--- src/rtl/obw_pkg.sv ---
// Package: shared encodings for the outbound window decoder.
// Assumes: link kind codes are consumed by the downstream request builder.
package obw_pkg;
    typedef enum logic [2:0] {
        LK_NONE   = 3'd0,
        LK_MEM_RD = 3'd1,
        LK_MEM_WR = 3'd2,
        LK_IO_RD  = 3'd3,
        LK_IO_WR  = 3'd4
    } link_kind_e;
endpackage

--- src/rtl/obw_base_regs.sv ---
// Module: obw_base_regs
// Holds the memory window upper-base registers and the I/O window base.
// Memory window k resets to k+1; the I/O base resets to IO_BASE_RST.
// Assumes: cfg_sel 0..MEM_WIN-1 picks a memory base, MEM_WIN picks the
// I/O base, anything higher is dropped.
module obw_base_regs #(
    parameter int MEM_WIN     = 4,
    parameter int UB_W        = 4,
    parameter int IOB_W       = 20,
    parameter int SEL_W       = 3,
    parameter logic [IOB_W-1:0] IO_BASE_RST = 20'h0FFFD
) (
    input  logic                            clk,
    input  logic                            rst_n,
    input  logic                            cfg_we,
    input  logic [SEL_W-1:0]                cfg_sel,
    input  logic [IOB_W-1:0]                cfg_wdata,
    output logic [MEM_WIN-1:0][UB_W-1:0]    mem_base_o,
    output logic [IOB_W-1:0]                io_base_o
);

    genvar k;
    generate
        for (k = 0; k < MEM_WIN; k++) begin : g_mem
            // Load memory base k on its own select, else hold.
            always_ff @(posedge clk) begin
                if (!rst_n)
                    mem_base_o[k] <= UB_W'(k + 1);
                else if (cfg_we && (cfg_sel == SEL_W'(k)))
                    mem_base_o[k] <= cfg_wdata[UB_W-1:0];
            end

            p_wr_lands_r9: assert property (@(posedge clk) disable iff (!rst_n)
                (cfg_we && cfg_sel == SEL_W'(k)) |=> (mem_base_o[k] == $past(cfg_wdata[UB_W-1:0])));
        end
    endgenerate

    // Load the I/O base on its select, else hold.
    always_ff @(posedge clk) begin
        if (!rst_n)
            io_base_o <= IO_BASE_RST;
        else if (cfg_we && (cfg_sel == SEL_W'(MEM_WIN)))
            io_base_o <= cfg_wdata;
    end

    p_io_hold_r9: assert property (@(posedge clk) disable iff (!rst_n)
        !(cfg_we && cfg_sel == SEL_W'(MEM_WIN)) |=> $stable(io_base_o));

endmodule

--- src/rtl/obw_window_match.sv ---
// Module: obw_window_match
// Compares the upper address bits with every window base and resolves
// overlaps by fixed priority: I/O window first, then memory 0 upward.
// Assumes: addr_hi carries address bits [ADDR_W-1:IO_LOG2].
module obw_window_match #(
    parameter int ADDR_W  = 36,
    parameter int IO_LOG2 = 16,
    parameter int MEM_WIN = 4,
    parameter int UB_W    = ADDR_W - 32,
    parameter int IOB_W   = ADDR_W - IO_LOG2,
    parameter int WIN_W   = $clog2(MEM_WIN + 1)
) (
    input  logic                         clk,
    input  logic                         rst_n,
    input  logic [IOB_W-1:0]             addr_hi,
    input  logic [MEM_WIN-1:0][UB_W-1:0] mem_base,
    input  logic [IOB_W-1:0]             io_base,
    output logic                         hit,
    output logic                         is_io,
    output logic [WIN_W-1:0]             win_idx
);

    logic [MEM_WIN-1:0] mem_eq;
    logic               io_eq;
    logic [MEM_WIN:0]   grant;

    genvar k;
    generate
        for (k = 0; k < MEM_WIN; k++) begin : g_cmp
            assign mem_eq[k] = (addr_hi[IOB_W-1 -: UB_W] == mem_base[k]);
        end
    endgenerate

    assign io_eq = (addr_hi == io_base);

    // Pick one winner: the I/O window, else the lowest matching memory window.
    always_comb begin
        grant   = '0;
        win_idx = '0;
        if (io_eq) begin
            grant[MEM_WIN] = 1'b1;
            win_idx        = WIN_W'(MEM_WIN);
        end else begin
            for (int i = MEM_WIN - 1; i >= 0; i--) begin
                if (mem_eq[i]) begin
                    grant   = '0;
                    grant[i] = 1'b1;
                    win_idx = WIN_W'(i);
                end
            end
        end
    end

    assign hit   = |grant;
    assign is_io = grant[MEM_WIN];

    p_one_grant_r7: assert property (@(posedge clk) disable iff (!rst_n)
        $onehot0(grant));

    p_io_first_r7: assert property (@(posedge clk) disable iff (!rst_n)
        io_eq |-> is_io);

endmodule

--- src/rtl/obw_cmd_xlate.sv ---
// Module: obw_cmd_xlate
// Turns a window hit plus the bus direction into a link request kind,
// and refuses I/O reads whose last byte leaves the starting dword.
// Assumes: len is the byte count minus one.
module obw_cmd_xlate
    import obw_pkg::*;
#(
    parameter int LEN_W = 3
) (
    input  logic             hit,
    input  logic             is_io,
    input  logic             wr,
    input  logic [1:0]       addr_lo,
    input  logic [LEN_W-1:0] len,
    output link_kind_e       kind,
    output logic             abort
);

    localparam int SUM_W = ((LEN_W > 2) ? LEN_W : 2) + 1;

    logic [SUM_W-1:0] last_off;
    logic             crosses;

    assign last_off = SUM_W'(addr_lo) + SUM_W'(len);
    assign crosses  = (last_off > SUM_W'(3));

    // Map hit type and direction to a kind; abort dword-crossing I/O reads.
    always_comb begin
        kind  = LK_NONE;
        abort = 1'b0;
        if (hit) begin
            if (is_io) begin
                if (!wr && crosses)
                    abort = 1'b1;
                else
                    kind = wr ? LK_IO_WR : LK_IO_RD;
            end else begin
                kind = wr ? LK_MEM_WR : LK_MEM_RD;
            end
        end
    end

endmodule

--- src/rtl/obw_decoder.sv ---
// Module: obw_decoder (top)
// Decodes internal-bus accesses against four fixed 4 GB memory windows
// and one fixed 64 KB I/O window, registering hit, window index, link
// request kind, abort and byte enables one cycle after req_valid.
// Assumes: a request and a base write in the same cycle see the old base.
module obw_decoder
    import obw_pkg::*;
#(
    parameter int ADDR_W  = 36,
    parameter int IO_LOG2 = 16,
    parameter int MEM_WIN = 4,
    parameter int LEN_W   = 3,
    parameter int BE_W    = 4,
    parameter int SEL_W   = 3,
    parameter logic [ADDR_W-IO_LOG2-1:0] IO_BASE_RST = 20'h0FFFD
) (
    input  logic                           clk,
    input  logic                           rst_n,
    input  logic                           cfg_we,
    input  logic [SEL_W-1:0]               cfg_sel,
    input  logic [ADDR_W-IO_LOG2-1:0]      cfg_wdata,
    input  logic                           req_valid,
    input  logic [ADDR_W-1:0]              req_addr,
    input  logic                           req_write,
    input  logic [BE_W-1:0]                req_be,
    input  logic [LEN_W-1:0]               req_len,
    output logic                           dec_valid,
    output logic                           dec_hit,
    output logic [$clog2(MEM_WIN+1)-1:0]   dec_win,
    output logic [2:0]                     dec_kind,
    output logic                           dec_abort,
    output logic [BE_W-1:0]                dec_be
);

    localparam int UB_W   = ADDR_W - 32;
    localparam int IOB_W  = ADDR_W - IO_LOG2;
    localparam int WIN_W  = $clog2(MEM_WIN + 1);
    localparam logic [WIN_W-1:0] IO_IDX = WIN_W'(MEM_WIN);

    logic [MEM_WIN-1:0][UB_W-1:0] mem_base;
    logic [IOB_W-1:0]             io_base;
    logic                         hit_c;
    logic                         is_io_c;
    logic [WIN_W-1:0]             win_c;
    link_kind_e                   kind_c;
    logic                         abort_c;
    logic                         unused_mid;

    assign unused_mid = ^req_addr[IO_LOG2-1:2];

    obw_base_regs #(
        .MEM_WIN(MEM_WIN), .UB_W(UB_W), .IOB_W(IOB_W),
        .SEL_W(SEL_W), .IO_BASE_RST(IO_BASE_RST)
    ) u_regs (
        .clk(clk), .rst_n(rst_n),
        .cfg_we(cfg_we), .cfg_sel(cfg_sel), .cfg_wdata(cfg_wdata),
        .mem_base_o(mem_base), .io_base_o(io_base)
    );

    obw_window_match #(
        .ADDR_W(ADDR_W), .IO_LOG2(IO_LOG2), .MEM_WIN(MEM_WIN),
        .UB_W(UB_W), .IOB_W(IOB_W), .WIN_W(WIN_W)
    ) u_match (
        .clk(clk), .rst_n(rst_n),
        .addr_hi(req_addr[ADDR_W-1:IO_LOG2]),
        .mem_base(mem_base), .io_base(io_base),
        .hit(hit_c), .is_io(is_io_c), .win_idx(win_c)
    );

    obw_cmd_xlate #(.LEN_W(LEN_W)) u_xlate (
        .hit(hit_c), .is_io(is_io_c), .wr(req_write),
        .addr_lo(req_addr[1:0]), .len(req_len),
        .kind(kind_c), .abort(abort_c)
    );

    // Register the decode result for one cycle after each strobe.
    always_ff @(posedge clk) begin
        if (!rst_n) begin
            dec_valid <= 1'b0;
            dec_hit   <= 1'b0;
            dec_win   <= '0;
            dec_kind  <= 3'd0;
            dec_abort <= 1'b0;
            dec_be    <= '0;
        end else begin
            dec_valid <= req_valid;
            dec_hit   <= req_valid & hit_c;
            dec_win   <= req_valid ? win_c : '0;
            dec_kind  <= req_valid ? kind_c : LK_NONE;
            dec_abort <= req_valid & abort_c;
            dec_be    <= (req_valid && kind_c != LK_NONE) ? req_be : '0;
        end
    end

    p_strobe_r10: assert property (@(posedge clk) disable iff (!rst_n)
        req_valid |=> dec_valid);

    p_idle_r10: assert property (@(posedge clk) disable iff (!rst_n)
        !req_valid |=> (!dec_valid && !dec_hit && dec_kind == 3'd0 && !dec_abort));

    p_abort_shape_r6: assert property (@(posedge clk) disable iff (!rst_n)
        dec_abort |-> (dec_hit && dec_win == IO_IDX && dec_kind == 3'd0));

    p_miss_quiet_r8: assert property (@(posedge clk) disable iff (!rst_n)
        (dec_valid && !dec_hit) |-> (dec_kind == 3'd0 && !dec_abort && dec_win == '0));

    p_io_kind_r5: assert property (@(posedge clk) disable iff (!rst_n)
        (dec_hit && dec_win == IO_IDX && !dec_abort) |->
            (dec_kind == 3'd3 || dec_kind == 3'd4));

    p_mem_kind_r4: assert property (@(posedge clk) disable iff (!rst_n)
        (dec_hit && dec_win < IO_IDX) |-> (dec_kind == 3'd1 || dec_kind == 3'd2));

    p_be_gate_r11: assert property (@(posedge clk) disable iff (!rst_n)
        (dec_kind == 3'd0) |-> (dec_be == '0));

endmodule

--- config.mk ---
export PLATFORM = sky130hd
export DESIGN_NAME = obw_decoder
export DESIGN_NICKNAME = d
export VERILOG_FILES = /design/src/rtl/obw_pkg.sv /design/src/rtl/obw_base_regs.sv /design/src/rtl/obw_window_match.sv /design/src/rtl/obw_cmd_xlate.sv /design/src/rtl/obw_decoder.sv
export SDC_FILE = /design/constraint.sdc
export NUM_CORES = 1
export LEC_CHECK = 0
export ABC_AREA = 0
export BUFFER_PORTS_ARGS = -buffer_cell sky130_fd_sc_hd__buf_2
export CAP_MARGIN = 20
export CORE_UTILIZATION = 40
export CTS_BUF_LIST = sky130_fd_sc_hd__clkbuf_4
export CTS_CLUSTER_SIZE = 25
export DETAILED_ROUTE_END_ITERATION = 6
export MAX_ROUTING_LAYER = met4
export PLACE_DENSITY = 0.7
export SLEW_MARGIN = 40
export SYNTH_ARGS = -nofsm -noshare
export SYNTH_HDL_FRONTEND = slang
export SYNTH_HIERARCHICAL = 1
export SYNTH_SLANG_ARGS = --single-unit
export TNS_END_PERCENT = 10
--- constraint.sdc ---
create_clock -name clk -period 6.6 [get_ports clk]
set_input_delay 0.66 -clock clk [delete_from_list [all_inputs] [get_ports clk]]
set_output_delay 0.66 -clock clk [all_outputs]
set_load 0.02 [all_outputs]
# Word level (Yosys, flattened, before mapping)
# Cells that the tools add are included.
# W data, S select, Z words.
[word_totals]
register_bits = 49
out_inout_bits = 13
inputBits = 71
[classes]
add_sub_neg = 1
n_eq_ne = 9
order_cmp = 1
n_bitwise = 4
n_reduce_logical = 15
mux = 19
[ops]
columns = ["cell", "n"]
rows = [
  ["$eq A20 B20 Y1", 1],
  ["$eq A4 B4 Y1", 4],
  ["$mux W4", 4],
  ["$mux W3", 5],
  ["$mux W2", 5],
  ["$reduce_or A5 Y1", 2],
  ["$logic_and A1 B1 Y1", 7],
  ["$eq A3 B2 Y1 const B", 2],
  ["$mux W5", 1],
  ["$add A2 B3 Y4", 1],
  ["$gt A4 B2 Y1 const B", 1],
  ["$mux W1", 4],
  ["$reduce_and A2 Y1", 2],
  ["$reduce_or A4 Y1", 1],
  ["$eq A3 B1 Y1 const B", 1],
  ["$eq A3 B3 Y1 const B", 1],
  ["$logic_not A3 Y1", 1],
  ["$reduce_bool A3 Y1", 1],
  ["$and A1 B1 Y1", 2],
  ["$not A1 Y1", 2],
  ["$logic_not A1 Y1", 1],
]

# Logic depth before layout (Yosys ltp)
# Gate-level depths: netlist of run 1.
[logic_depth]
ltp_word = 11
ltp_mapped = 10
mapped_depth_nobuf = 9

# Modules after synthesis
# The synthesis of run 1 kept the hierarchy.
[by_module_without_submodules]
columns = ["module", "n_inst", "cells_each", "seq_area_each_um2", "area_per_inst_um2"]
rows = [
  ["obw_base_regs", 1, 147, 720.7, 1517.7],
  ["obw_window_match", 1, 57, 0.0, 499.2],
  ["obw_decoder", 1, 27, 260.2, 354.1],
  ["obw_cmd_xlate", 1, 9, 0.0, 70.1],
]

# Worst setup path after synthesis of run 1
# No wires, ideal clock.
[synth_path]
path_type = "input port to flip-flop"
startpoint = "input req_addr[32]"
endpoint = "register dec_be[0]"
path_stages = 9
setup_time_ps = 116
slack_ps = 4050
arrival_ps = 2435
cell_sequence = "buf_4 > xor2_1 > nor4_2 > a41oi_2 > or4b_1 > nand3b_1 > o21ai_1 > or3_4 > and3_1"
[synth_between]
elab_chain_len = 11
[synth_rtl]
columns = ["item", "line", "rtl"]
rows = [
  ["start, declared", "obw_decoder.sv:23", "input logic [ADDR_W-1:0] req_addr,"],
  ["$eq A4 B4 Y1", "obw_window_match.sv:30", "assign mem_eq[k] = (addr_hi[IOB_W-1 -: UB_W] == mem_base[k]);"],
  ["$mux W4 (3 in a row)", "obw_window_match.sv:45", "if (mem_eq[i]) begin"],
  ["$mux W5", "obw_window_match.sv:45", ""],
  ["$mux W4", "obw_window_match.sv:40", "if (io_eq) begin"],
  ["$reduce_or A5 Y1 (*)", "obw_window_match.sv:54", "assign hit = |grant;"],
  ["net hit_c", "obw_decoder.sv:42", "logic hit_c;"],
  ["$mux W3 (*)", "obw_cmd_xlate.sv:31", "if (hit) begin"],
  ["net kind_c[1]", "obw_decoder.sv:45", "link_kind_e kind_c;"],
  ["$reduce_bool A3 Y1 (*)", "obw_decoder.sv:91", "dec_be <= (req_valid && kind_c != LK_NONE) ? req_be : '0;"],
  ["$logic_and A1 B1 Y1 (*)", "obw_decoder.sv:91", ""],
  ["$reduce_and A2 Y1 (no source line) (*)", "-", ""],
  ["end signal, assigned", "obw_decoder.sv:91", ""],
  ["end, declared", "obw_decoder.sv:32", "output logic [BE_W-1:0] dec_be"],
]
# Mark *: on every way through the listed nets, which the timed path passes. The rest lies on a longest branch.
# A chain may end at the register's enable or synchronous reset.

# Worst setup path after layout of run 1
[layout_path]
startpoint = "input req_addr[34]"
endpoint = "register dec_be[0]"
[layout_rtl]
columns = ["item", "line", "rtl"]
rows = [
  ["$eq A20 B20 Y1 (*)", "obw_window_match.sv:34", "assign io_eq = (addr_hi == io_base);"],
  ["$mux W1 (*)", "obw_window_match.sv:40", ""],
  ["net is_io_c", "obw_decoder.sv:43", "logic is_io_c;"],
  ["$reduce_or A5 Y1 / $mux W3 (equally long branches)", "obw_window_match.sv:54, obw_cmd_xlate.sv:32", ""],
  ["$mux W3 (*)", "obw_cmd_xlate.sv:31", ""],
  ["net kind_c[1]", "obw_decoder.sv:45", ""],
  ["$reduce_bool A3 Y1 (*)", "obw_decoder.sv:91", ""],
  ["$logic_and A1 B1 Y1 (*)", "obw_decoder.sv:91", ""],
  ["$reduce_and A2 Y1 (no source line) (*)", "-", ""],
]
# Marked as above.

==> flow_metrics.tcl, run 1 <==
set metrics [dict create \
    status "completed" \
    leakage_nw 1.23 \
    cp_max_fo 9 \
    ys_seq_area_frac 0.402 \
    path_clk_slew_ps 130 \
    synth.distinct_cells 35 \
    relSlewSlack 0.534 \
    cts_buffer_depth 2 \
    htreeDepth 2 \
    post-synth-top-area-cell "dfxtp_1" \
    cp.required_ps 6860 \
    most-common-layout-cells "buf_2, dfxtp_1, mux2i_1, nor2b_1, nand2_1" \
    cts_tree "yes" \
    final_common_cell "buf_2" \
    finalCriticalPeriod_ps 2470 \
    die_area_um2 6420 \
    cts_root_buffer "clkbuf_4" \
    gp_congestion 0.739 \
    drt_iter0_markers 90 \
    rows 28 \
    dieHeight_um 80.1 \
    wire_per_inst_um 12.3 \
    syn2layout_area_growth_pct 17.4 \
    ios 84 \
    place_hpwl_um 3430 \
    viasPerCell 4.72 \
    diodes 0 \
    place_ws_ps 3750 \
    path_class "input port to register" \
    cts_resized 0 \
    syn_area_um2 2440 \
    setup_violations 0 \
    synthTopCellsByArea "dfxtp_1, mux2i_1, nor2b_1, xor2_1, xnor2_1" \
    start_util 0.412 \
    placedCellCount 370 \
    ctsHoldBuffers 0 \
    hp-class "register to register" \
    first_global_vias 1605 \
    rsz0062_at_grt "false" \
    skew_ps 7.64 \
    die-width_um 80.1 \
    clk_latency_ps 360 \
    placed_cell_area_um2 2790 \
    cts_setup_buffers 0 \
    grt_usage 0.158 \
    cts_sinks 49 \
    dr.pass1.iters 4 \
    grt-ovfl-total 0 \
    port-buffer-count 69 \
    syn_inst 240 \
    holdWs_ps 481 \
    synth_top_area_share 0.402 \
    timing.final.crit_share 0.374 \
    drc 0 \
    drv_cap 0 \
    yosys_warnings 6 \
    syn_nets 312 \
    worstHoldPathCells 2 \
    crit_path_end_kind "register" \
    vias 1779 \
    routed_wl_um 4650 \
    ant_nets 0 \
    design_area_um2 2870 \
    hold_viol_final 0 \
    synth_seq_cells 49 \
    antenna_found_initial 0 \
    cp.arrival_ps 2730 \
    syn_area_per_cell_um2 10.2 \
    cts_inserted_buffers 5 \
    fmax_mhz 405 \
    grt_start_max_net_pins 70 \
    worst_slack_ps 4130 \
    tightest_slew_ps 689 \
    ir_drop_mv 0.128 \
    ff2ff_path_depth 8 \
    worst_setup_path_start_kind "input port" \
    power.density_nw_per_um2 191 \
    layout.cells.non_filler 377 \
    grt_pass1_wl_um 7530 \
    drive_gt1_frac 0.285 \
    fin_setup_tns_ps 0 \
    core_area_um2 5920 \
    final_net_count 374 \
    slew_viol_final 0 \
]
## stage by stage
stage,total power [mW],utilization
5_1_grt,0.577,0.484
4_1_cts,0.556,0.484
2_1_floorplan,0.360,-
3_5_place_dp,0.388,0.472
6_report,0.548,0.484
3_3_place_gp,0.386,0.470
## synth_stat cells (all sizes together)
cell type  instances
nor3               2
and2               1
xor2              24
mux2i             36
xnor2             12
nor4               7
and4b              1
o21ai              1
and3              13
or4b               1
buf                7
ha                 1
nand2b             1
nor2b             36
dfxtp             49
nand2             24
nand4              3
nand4bb            1
nor4bb             1
and4bb             1
nand3b             2
a41oi              1
nand4b             1
clkbuf             8
a311o              1
nor4b              1
nand3              1
a21oi              2
or3                1
## routing by layer
metal / vias up / global-route usage / share of wire
li1: 933 / - / -
met1: 788 / 0.213 / 0.51
met2: 54 / 0.229 / 0.42
met3: 4 / 0.0352 / 0.063
met4: 0 / 0.0589 / 0.013
met5: - / - / 0
## cell type report
class | count | area [um^2]
clock buffer | 5 | 37.5
clock inverter | 2 | 35.0
fill | 562 | 3060
multi-input combinational | 176 | 1360
sequential | 49 | 981
tap | 75 | 93.8
timing repair buffer | 70 | 355
## power breakdown
| part | internal, mW | leakage (nW) | total [mW] | switching, mW |
|---|---|---|---|---|
| logic | 0.0370 | 0.792 | 0.0747 | 0.0377 |
| clock network | 0.0773 | 0.0410 | 0.168 | 0.0905 |
| registers | 0.302 | 0.398 | 0.306 | 0.00348 |
## registers in the layout, summed over array words and instances (netlist names)
| name | count |
|---|---|
| u_regs/io_base_o | 20 |
| dec_kind | 3 |
| dec_win | 3 |
| u_regs/mem_base_o | 16 |
| dec_abort | 1 |
| dec_valid | 1 |
| dec_be | 4 |
| dec_hit | 1 |
## cell families (layout without fill, tap and decap cells)
family,count (synthesis),count (layout),synth area share
adders and majority gates,1,1,0.00512
AOI/OAI and AO/OA,5,5,0.0169
xor gates and xnor gates,36,36,0.135
DFF,49,49,0.402
buffers and inverters,15,77,0.0425
and+or+nand+nor,98,98,0.251
muxes,36,36,0.148
## worst paths after layout
| check | from | endpoint | slack, ps |
|---|---|---|---|
| worst max-delay path | req_addr[34] | dec_be[0] | 4130 |
| worst min-delay path | u_regs/mem_base_o[6] | u_regs/mem_base_o[6] | 480 |
| worst max register to register | u_regs/io_base_o[18] | dec_be[0] | 4220 |
| worst min register to register | u_regs/mem_base_o[6] | u_regs/mem_base_o[6] | 480 |
## worst max-delay path: stages
cell      delay, ps
buf_2           160
xor2_2          150
nor4_1          400
nand3_1         140
nor3_2          380
nand3b_1        170
o21ai_1          80
or3_4           400
and3_1          170
Note: power is estimated with default switching activity, not from simulation.
==> run 2, diff against run 1 <==
==> constraint.sdc (replaced) <==
create_clock -name clk -period 2.3 [get_ports clk]
set_input_delay 0.23 -clock clk [delete_from_list [all_inputs] [get_ports clk]]
set_output_delay 0.23 -clock clk [all_outputs]
set_load 0.02 [all_outputs]
==> run 2 against run 1 <==
  * Combinational power grew to 3.1 times the previous value
  * Routed wire length rose by 9.6%
  * Worst setup slack worse by 4100 ps
  * Critical path type is now register to register
  * Highest routed layer unchanged
==> flow_metrics.tcl, run 2 (synthesis gave the netlist of run 1 again) <==
set metrics [dict create \
    grt-ovfl-total 0 \
    dieHeight_um 80.1 \
    hp-class "input port to register" \
    htreeDepth 2 \
    cp.arrival_ps 2500 \
    largestRegisters "u_regs/io_base_o (20), u_regs/mem_base_o (16), dec_be (4)" \
    first_global_vias 1710 \
    path_clk_slew_ps 140 \
    startpoint "u_regs/io_base_o[15]" \
    drt_iter0_markers 53 \
    path_class "register to register" \
    design_area_um2 3030 \
    critical_path.max_stage_delay_ps 520 \
    cpMaxStageDelayCell "or4b_4" \
    diodes 0 \
    placed_cell_area_um2 2850 \
    ir_drop_mv 0.378 \
    cts_inserted_buffers 5 \
    worst-path-stages 8 \
    drv_cap 0 \
    relSlewSlack 0.547 \
    worst_setup_path_start_kind "register" \
    cts_sinks 49 \
    cp_max_fo 6 \
    cts_root_buffer "clkbuf_4" \
    ff2ff_path_depth 8 \
    rows 28 \
    core_area_um2 5920 \
    grt_pass1_wl_um 7880 \
    tightest_slew_ps 679 \
    utilization 0.512 \
    finalCriticalPeriod_ps 2220 \
    power.density_nw_per_um2 535 \
    largest_register_ffs 20 \
    leakage_nw 1.30 \
    start_util 0.412 \
    crit_chain "xor2_2 > nor4_2 > nand3_1 > nor3_4 > or4b_4 > and3_4 > or3_4 > and3_4" \
    most-common-layout-cells "buf_2, dfxtp_1, mux2i_1, nor2b_1, nand2_1" \
    port-buffer-count 69 \
    hold_viol_final 0 \
    crit_top_cell "and3_4" \
    worstHoldPathCells 2 \
    critPathTopFamily "simple AND/OR/NAND/NOR gates" \
    antenna_found_initial 0 \
    cp.required_ps 2580 \
    die_area_um2 6420 \
    rsz0062_at_grt "false" \
    die-width_um 80.1 \
    largest_register "u_regs/io_base_o" \
    drc 0 \
    syn2layout_area_growth_pct 24.2 \
    crit_path_end_kind "register" \
    p_total_mw 1.62 \
    skew_ps 13.6 \
    r2r_start "u_regs/io_base_o[15]" \
    drive_gt1_frac 0.367 \
    fmax_mhz 451 \
    holdWs_ps 83.0 \
    crit_buf_inv 0 \
    hold_start "req_be[2]" \
    place_hpwl_um 3750 \
    routed_wl_um 5100 \
    setup_violations 0 \
    dr.pass1.iters 4 \
    grt_start_max_net_pins 44 \
    status "completed" \
    wire_per_inst_um 13.2 \
    slew_viol_final 0 \
    clk_latency_ps 360 \
    vias 1862 \
    timing.final.crit_share 0.964 \
    final_common_cell "buf_2" \
    grt_usage 0.166 \
    ios 84 \
    cts_buffer_depth 2 \
    ant_nets 0 \
    gp_congestion 0.759 \
    cts_tree "yes" \
    viasPerCell 4.82 \
    final_net_count 382 \
]
-- run 2: worst register-to-register path, cell delays in order (launching register included) --
cell	delay, ps
dfxtp_1	400
xor2_2	160
nor4_2	70
nand3_1	120
nor3_4	80
or4b_4	520
and3_4	190
or3_4	400
and3_4	180
-- run 2: where the power goes --
| part | internal, mW | leakage, nW | switching (mW) | total, mW |
|---|---|---|---|---|
| registers | 0.869 | 0.398 | 0.0114 | 0.880 |
| logic | 0.119 | 0.857 | 0.116 | 0.235 |
| clock network | 0.239 | 0.0433 | 0.268 | 0.507 |
| total | 1.23 | 1.30 | 0.396 | 1.62 |
-- run 2: layer usage --
metal / share of wire / GRT usage / wire length, um / up-vias
met5: 0 / - / 0 / -
met3: 0.050 / 0.0534 / 256 / 7
li1: - / - / - / 949
met2: 0.46 / 0.252 / 2360 / 61
met1: 0.47 / 0.211 / 2410 / 845
met4: 0.013 / 0.0500 / 66 / 0
-- run 2: path summary, 6_finish.rpt --
kind / end / slack, ps
min reg2reg: u_regs/mem_base_o[7] / 480
max reg2reg: dec_be[1] / 80
min: dec_be[2] / 80
max: dec_be[1] / 80
-- run 2: cell type report --
class                           instances  area, um^2
Fill cell                             560        2890
Multi-Input combinational cell        176        1440
Sequential cell                        49         991
Timing Repair Buffer                   78         429
Tap cell                               75        93.8
Clock buffer                            6        45.0
Clock inverter                          2        33.8
-- run 2: timing repair --
item	CTS	global route
endpoints found under the hold margin	0	0
buffers inserted	0	1
hold buffers	0	0
resized for setup	1	22
setup endpoints to repair	4	5
pin swaps	0	11
-- run 2: per-stage QoR --
step           setup slack [ps]  setup TNS, ps  cells
2_1_floorplan               180              0    240
3_3_place_gp              -11.2          -33.9    377
3_5_place_dp              -71.6           -230    377
4_1_cts                    4.41              0    385
5_1_grt                    7.49              0    386
6_report                   81.8              0    386
